**src/rtl/sram_ctrl_pkg.sv**
```systemverilog
package sram_ctrl_pkg;

  typedef enum logic [1:0] {
    ST_IDLE,
    ST_RD_ACCESS,
    ST_WR_RELEASE,
    ST_WR_DRIVE
  } ctrl_state_t;

  function automatic int floor_one(input int v);
    return (v < 1) ? 1 : v;
  endfunction

  function automatic int max4(input int a, input int b, input int c, input int d);
    int m;
    m = a;
    if (b > m) m = b;
    if (c > m) m = c;
    if (d > m) m = d;
    return m;
  endfunction

endpackage

```
**src/rtl/sram_ctrl_timer.sv**
```systemverilog
module sram_ctrl_timer #(
  parameter int CNT_W = 4
) (
  input  logic             clk,
  input  logic             rst,
  input  logic             load,
  input  logic [CNT_W-1:0] load_val,
  output logic             expired
);

  logic [CNT_W-1:0] remain;

  always_ff @(posedge clk) begin
    if (rst) begin
      remain <= '0;
    end else if (load) begin
      remain <= load_val;
    end else if (remain != '0) begin
      remain <= remain - 1'b1;
    end
  end

  assign expired = (remain == '0);

endmodule

```
**src/rtl/sram_ctrl_seq.sv**
```systemverilog
module sram_ctrl_seq
  import sram_ctrl_pkg::*;
#(
  parameter int CNT_W        = 4,
  parameter int ACCESS_CYC   = 6,
  parameter int RELEASE_CYC  = 2,
  parameter int DRIVE_CYC    = 4
) (
  input  logic             clk,
  input  logic             rst,
  input  logic             req_valid,
  input  logic             req_write,
  input  logic             tmr_expired,
  output logic             tmr_load,
  output logic [CNT_W-1:0] tmr_val,
  output logic             accept,
  output logic             capture,
  output logic             ready,
  output logic             done,
  output logic             ce_n,
  output logic             oe_n,
  output logic             we_n,
  output logic             dq_oe
);

  ctrl_state_t state;

  assign ready   = (state == ST_IDLE);
  assign accept  = ready && req_valid;
  assign capture = (state == ST_RD_ACCESS) && tmr_expired;

  always_comb begin
    tmr_load = 1'b0;
    tmr_val  = '0;
    if (accept) begin
      tmr_load = 1'b1;
      tmr_val  = req_write ? CNT_W'(RELEASE_CYC - 1) : CNT_W'(ACCESS_CYC - 1);
    end else if ((state == ST_WR_RELEASE) && tmr_expired) begin
      tmr_load = 1'b1;
      tmr_val  = CNT_W'(DRIVE_CYC - 1);
    end
  end

  always_ff @(posedge clk) begin
    if (rst) begin
      state <= ST_IDLE;
      ce_n  <= 1'b1;
      oe_n  <= 1'b1;
      we_n  <= 1'b1;
      dq_oe <= 1'b0;
      done  <= 1'b0;
    end else begin
      done <= 1'b0;
      case (state)
        ST_IDLE: begin
          if (req_valid) begin
            ce_n <= 1'b0;
            oe_n <= 1'b0;
            if (req_write) begin
              we_n  <= 1'b0;
              state <= ST_WR_RELEASE;
            end else begin
              state <= ST_RD_ACCESS;
            end
          end
        end
        ST_RD_ACCESS: begin
          if (tmr_expired) begin
            ce_n  <= 1'b1;
            oe_n  <= 1'b1;
            done  <= 1'b1;
            state <= ST_IDLE;
          end
        end
        ST_WR_RELEASE: begin
          if (tmr_expired) begin
            dq_oe <= 1'b1;
            state <= ST_WR_DRIVE;
          end
        end
        ST_WR_DRIVE: begin
          if (tmr_expired) begin
            dq_oe <= 1'b0;
            we_n  <= 1'b1;
            ce_n  <= 1'b1;
            oe_n  <= 1'b1;
            done  <= 1'b1;
            state <= ST_IDLE;
          end
        end
        default: state <= ST_IDLE;
      endcase
    end
  end

  // Run-length counters used only by the window checks below.
  localparam logic [CNT_W:0] REL_V = (CNT_W+1)'(RELEASE_CYC);
  localparam logic [CNT_W:0] DRV_V = (CNT_W+1)'(DRIVE_CYC);
  logic [CNT_W:0] we_low_run;
  logic [CNT_W:0] drive_run;

  always_ff @(posedge clk) begin
    if (rst) begin
      we_low_run <= '0;
      drive_run  <= '0;
    end else begin
      if (!we_n && !dq_oe && we_low_run != '1) we_low_run <= we_low_run + 1'b1;
      else if (we_n) we_low_run <= '0;
      if (dq_oe) drive_run <= drive_run + 1'b1;
      else drive_run <= '0;
    end
  end

  a_r9_we_needs_ce: assert property (@(posedge clk) disable iff (rst) !we_n |-> !ce_n);
  a_r9_drive_needs_we: assert property (@(posedge clk) disable iff (rst) dq_oe |-> !we_n);
  a_r5_oe_low_in_write: assert property (@(posedge clk) disable iff (rst) !we_n |-> !oe_n);
  a_r5_release_wait: assert property (@(posedge clk) disable iff (rst)
    $rose(dq_oe) |-> (we_low_run >= REL_V));
  a_r6_drive_length: assert property (@(posedge clk) disable iff (rst)
    $fell(dq_oe) |-> (drive_run == DRV_V));
  a_r7_off_with_we: assert property (@(posedge clk) disable iff (rst) $fell(dq_oe) |-> $rose(we_n));
  a_r7_we_with_off: assert property (@(posedge clk) disable iff (rst) $rose(we_n) |-> $fell(dq_oe));
  a_r4_done_single: assert property (@(posedge clk) disable iff (rst) done |=> !done);
  a_r3_read_strobes: assert property (@(posedge clk) disable iff (rst)
    (!ce_n && we_n) |-> !oe_n);

endmodule

```
**src/rtl/sram_ctrl_datapath.sv**
```systemverilog
module sram_ctrl_datapath #(
  parameter int ADDR_W = 15,
  parameter int DATA_W = 8
) (
  input  logic              clk,
  input  logic              rst,
  input  logic              accept,
  input  logic              capture,
  input  logic              req_write,
  input  logic [ADDR_W-1:0] req_addr,
  input  logic [DATA_W-1:0] req_wdata,
  input  logic [DATA_W-1:0] dq_in,
  input  logic              ce_n,
  output logic [ADDR_W-1:0] mem_addr,
  output logic [DATA_W-1:0] dq_out,
  output logic [DATA_W-1:0] rdata
);

  always_ff @(posedge clk) begin
    if (rst) begin
      mem_addr <= '0;
      dq_out   <= '0;
      rdata    <= '0;
    end else begin
      if (accept) begin
        mem_addr <= req_addr;
        if (req_write) dq_out <= req_wdata;
      end
      if (capture) rdata <= dq_in;
    end
  end

  a_r8_addr_stable: assert property (@(posedge clk) disable iff (rst)
    (!ce_n && $past(!ce_n)) |-> $stable(mem_addr));

endmodule

```
**src/rtl/sram_access_ctrl.sv**
```systemverilog
module sram_access_ctrl
  import sram_ctrl_pkg::*;
#(
  parameter int ADDR_W          = 15,
  parameter int DATA_W          = 8,
  parameter int RD_ACCESS_CYC   = 6,
  parameter int WR_RELEASE_CYC  = 2,
  parameter int WR_SETUP_CYC    = 3,
  parameter int WR_PULSE_CYC    = 4,
  parameter int WR_ADDR_END_CYC = 5,
  parameter int WR_CYCLE_CYC    = 6
) (
  input  logic              clk,
  input  logic              rst,
  input  logic              req_valid,
  output logic              req_ready,
  input  logic              req_write,
  input  logic [ADDR_W-1:0] req_addr,
  input  logic [DATA_W-1:0] req_wdata,
  output logic              rsp_done,
  output logic [DATA_W-1:0] rsp_rdata,
  output logic              sram_ce_n,
  output logic              sram_oe_n,
  output logic              sram_we_n,
  output logic [ADDR_W-1:0] sram_addr,
  output logic [DATA_W-1:0] sram_dq_out,
  input  logic [DATA_W-1:0] sram_dq_in,
  output logic              sram_dq_oe
);

  localparam int ACC_C = floor_one(RD_ACCESS_CYC);
  localparam int REL_C = floor_one(WR_RELEASE_CYC);
  localparam int DRV_C = floor_one(max4(WR_SETUP_CYC, WR_PULSE_CYC - REL_C,
                                        WR_ADDR_END_CYC - REL_C, WR_CYCLE_CYC - REL_C));
  localparam int MAX_C = max4(ACC_C, REL_C, DRV_C, 1);
  localparam int CNT_W = $clog2(MAX_C + 1);

  logic             tmr_load;
  logic [CNT_W-1:0] tmr_val;
  logic             tmr_expired;
  logic             accept;
  logic             capture;

  sram_ctrl_timer #(.CNT_W(CNT_W)) u_timer (
    .clk      (clk),
    .rst      (rst),
    .load     (tmr_load),
    .load_val (tmr_val),
    .expired  (tmr_expired)
  );

  sram_ctrl_seq #(
    .CNT_W       (CNT_W),
    .ACCESS_CYC  (ACC_C),
    .RELEASE_CYC (REL_C),
    .DRIVE_CYC   (DRV_C)
  ) u_seq (
    .clk         (clk),
    .rst         (rst),
    .req_valid   (req_valid),
    .req_write   (req_write),
    .tmr_expired (tmr_expired),
    .tmr_load    (tmr_load),
    .tmr_val     (tmr_val),
    .accept      (accept),
    .capture     (capture),
    .ready       (req_ready),
    .done        (rsp_done),
    .ce_n        (sram_ce_n),
    .oe_n        (sram_oe_n),
    .we_n        (sram_we_n),
    .dq_oe       (sram_dq_oe)
  );

  sram_ctrl_datapath #(.ADDR_W(ADDR_W), .DATA_W(DATA_W)) u_dp (
    .clk       (clk),
    .rst       (rst),
    .accept    (accept),
    .capture   (capture),
    .req_write (req_write),
    .req_addr  (req_addr),
    .req_wdata (req_wdata),
    .dq_in     (sram_dq_in),
    .ce_n      (sram_ce_n),
    .mem_addr  (sram_addr),
    .dq_out    (sram_dq_out),
    .rdata     (rsp_rdata)
  );

  a_r4_rdata_held: assert property (@(posedge clk) disable iff (rst)
    !rsp_done |-> $stable(rsp_rdata));
  a_r2_busy_not_ready: assert property (@(posedge clk) disable iff (rst)
    !sram_ce_n |-> !req_ready);

endmodule

```
**config.mk**
```make
export PLATFORM = sky130hd
export DESIGN_NAME = sram_access_ctrl
export DESIGN_NICKNAME = d
export VERILOG_FILES = /design/src/rtl/sram_ctrl_pkg.sv /design/src/rtl/sram_ctrl_timer.sv /design/src/rtl/sram_ctrl_seq.sv /design/src/rtl/sram_ctrl_datapath.sv /design/src/rtl/sram_access_ctrl.sv
export SDC_FILE = /design/constraint.sdc
export NUM_CORES = 1
export LEC_CHECK = 0
export BUFFER_PORTS_ARGS = -buffer_cell sky130_fd_sc_hd__buf_2
export CAP_MARGIN = 25
export CELL_PAD_IN_SITES_DETAIL_PLACEMENT = 0
export CELL_PAD_IN_SITES_GLOBAL_PLACEMENT = 2
export CORE_UTILIZATION = 29
export CTS_BUF_LIST = sky130_fd_sc_hd__clkbuf_4 sky130_fd_sc_hd__clkbuf_8
export DETAILED_ROUTE_END_ITERATION = 8
export PLACE_DENSITY = 0.95
export SYNTH_ARGS = -nofsm -noshare
export SYNTH_HDL_FRONTEND = slang
export SYNTH_SLANG_ARGS = --single-unit
```
**constraint.sdc**
```tcl
create_clock -name clk -period 3.08 [get_ports clk]
set_clock_uncertainty 0.2 [all_clocks]
set_input_delay 0.924 -clock clk [delete_from_list [all_inputs] [get_ports clk]]
set_output_delay 0.924 -clock clk [all_outputs]
set_load 0.03 [all_outputs]
```
==> flow_summary.yaml <==
status:
  outcome: "finished, final reports clean"
layout:
  final_cells: 319
  final_area_um2: 2057
  drive_above_1_share: 0.3333
  layout_commonest_cell: "buf_2"
  fin_nets: 285
  mostFrequentLayoutCells: "71 x buf_2, 46 x nand2_1, 40 x dfxtp_1"
  syn_to_final_growth_pct: 28.34
  antenna_cells: 0
die:
  die_h_um: 76.34
  die_area_um2: 5828
  fp.coreArea_um2: 5205
  start_util: 0.3079
  rows: 26
  ios: 72
  die_w_um: 76.34
synth:
  synth-adder-area-share: 0.01561
  synth_seq_cells: 40
  netlist_area_um2: 1603
  synth_top_family_by_area: "simple AND/OR/NAND/NOR gates"
  ys_types: 29
  synth_simple_gate_area_frac: 0.2295
  synth-seq-area-share: 0.4996
  synth_cells: 183
  synth_warnings: 0
  synth_compound_area_frac: 0.1288
  synth_area_per_cell_um2: 8.758
  synth_nets: 220
  muxShareOfSynthArea: 0.05621
  synth_xor_area_frac: 0.005464
route:
  met2WireLength_um: 1580
  dr.pass1.iters: 4
  wire_per_inst_um: 11.17
  drt_iter0_markers: 81
  num_vias: 1396
  top_layer: "met4"
  drt_wl_total_um: 3562
  ant_nets: 0
  drc: 0
  viasPerCell: 4.376
  met1Wirelength_um: 1718
  wl_met3_um: 239
timing:
  rsz0062_at_grt: "no"
  setup_viol: 0
  fmax_ghz: 0.4350
  fin_crit_ns: 2.299
  finalHoldViolations: 0
  whs_ns: 0.2526
  fin_setup_tns_ns: 0
  setup_ws_ns: 0.7813
  period_share: 0.7463
  drv_slew: 0
  worstMarginPinSlew_ns: 0.6018
  max_slew_margin: 0.5984
clock_network:
  cts_tree: "done"
  cts-root-buf: "clkbuf_8"
  numCtsBuffers: 5
  clock_path_buffers: 2
  clk_pin_slew_worst_paths_ns: 0.07
  cts.sink_count: 40
  clock_latency_ns: 0.28
  ctsResizeCount: 0
  holdBufCountCts: 0
  htree_levels: 2
  postCtsSetupBuffers: 0
global_routing:
  grt_util_all_layers: 0.1200
  grt_max_degree: 29
  overflow: 0
  grt_pass1_wl_um: 5623
  grt_pass1_vias: 1262
  antenna_found_initial: 0
setup_path:
  cp-start-kind: "register"
  cp.required_ns: 1.96
  path_class: "reg -> out"
  endpoint_kind: "primary output"
  critPathMaxFanout: 14
  worstPathArrival_ns: 1.17
placed_design:
  place_ws_ns: 0.7076
  port_buffers: 71
  hpwlAfterDp_um: 2536
  routabilityCongestion: 0.7047
  placed_cells: 311
  dpl_cell_area_um2: 1964
power:
  power_density_nw_per_um2: 695.8
  leakage_nw: 0.9482
  irDropWorstVdd_uv: 410.3
flow_run:
  max-cap-violations: 0
worst_hold_path:
  hp-class: "reg -> reg"
## flip-flops by register name, summed over array words and instances (netlist names)
register and flops:
u_dp.mem_addr 15, u_dp.dq_out 8, u_dp.rdata 8, u_timer.remain 3
u_seq.state 2, u_seq.ce_n 1, u_seq.done 1, u_seq.dq_oe 1
u_seq.we_n 1
## kinds of logic after synthesis
family                     Yosys count
muxes                                9
and+or+nand+nor                     77
xor gates and xnor gates             1
buffers and inverters               18
adders and majority gates            2
DFF                                 40
AOI/OAI and AO/OA                   36
## layer usage
metal	GRT usage	vias to the layer above
met5	0	-
met4	0.03462	0
met3	0.03832	4
met2	0.2045	51
met1	0.1437	613
li1	-	728
## worst paths after layout
path | cells past startpoint | slack [ns] | start | end
hold reg to reg | 2 | 0.25 | u_dp.mem_addr[10] | u_dp.mem_addr[10]
hold / removal | 2 | 0.25 | u_dp.mem_addr[10] | u_dp.mem_addr[10]
setup reg to reg | 2 | 1.27 | u_seq.state[0] | u_seq.ce_n
setup / recovery | 2 | 0.78 | u_seq.state[0] | req_ready
## Yosys cell counts, drive strengths merged
cell	number	area, µm²
xnor2	1	8.760
nand4bb	1	11.26
inv	4	15.01
and4bb	2	25.02
nor2b	2	12.51
buf	8	66.31
a21oi	26	130.1
and2	1	6.260
a21o	2	15.01
or3b	1	8.760
or2	1	6.260
o21ai	3	15.01
nand2b	5	31.28
dfxtp	40	800.8
nand2	46	172.7
a221o	1	10.01
o211a	1	10.01
o32ai	1	8.760
a211o	1	8.760
or2b	1	7.510
nor3b	1	18.77
nor2	14	52.55
mux2i	9	90.09
nand3b	2	15.01
a311oi	1	8.760
ha	2	25.02
clkbuf	6	22.52
## cell type report
cell class              instances  area, µm²
clock buffers                   6      82.58
clock inverters                 2      10.01
fillers                       565       3148
inverters                       4      15.01
multi-input cells             125      698.2
flip-flops and latches         40      800.8
well taps                      70      87.58
repair buffers                 72      362.8
## power by group
group	internal (mW)	switching [mW]
Combinational	0.176	0.276
Clock	0.179	0.170
Sequential	0.583	0.0468
## critical path, stage by stage (launching register included)
cell and delay (ns):
dfxtp_1 0.60, nor2_1 0.10, buf_2 0.19
## through the flow
stage	utilization	total power [mW]
2_1_floorplan	-	0.9993
3_3_place_gp	0.3774	1.092
3_5_place_dp	0.3774	1.097
4_1_cts	0.3952	1.458
5_1_grt	0.3952	1.531
6_report	0.3952	1.431
Power figures use the tool's default switching activity.
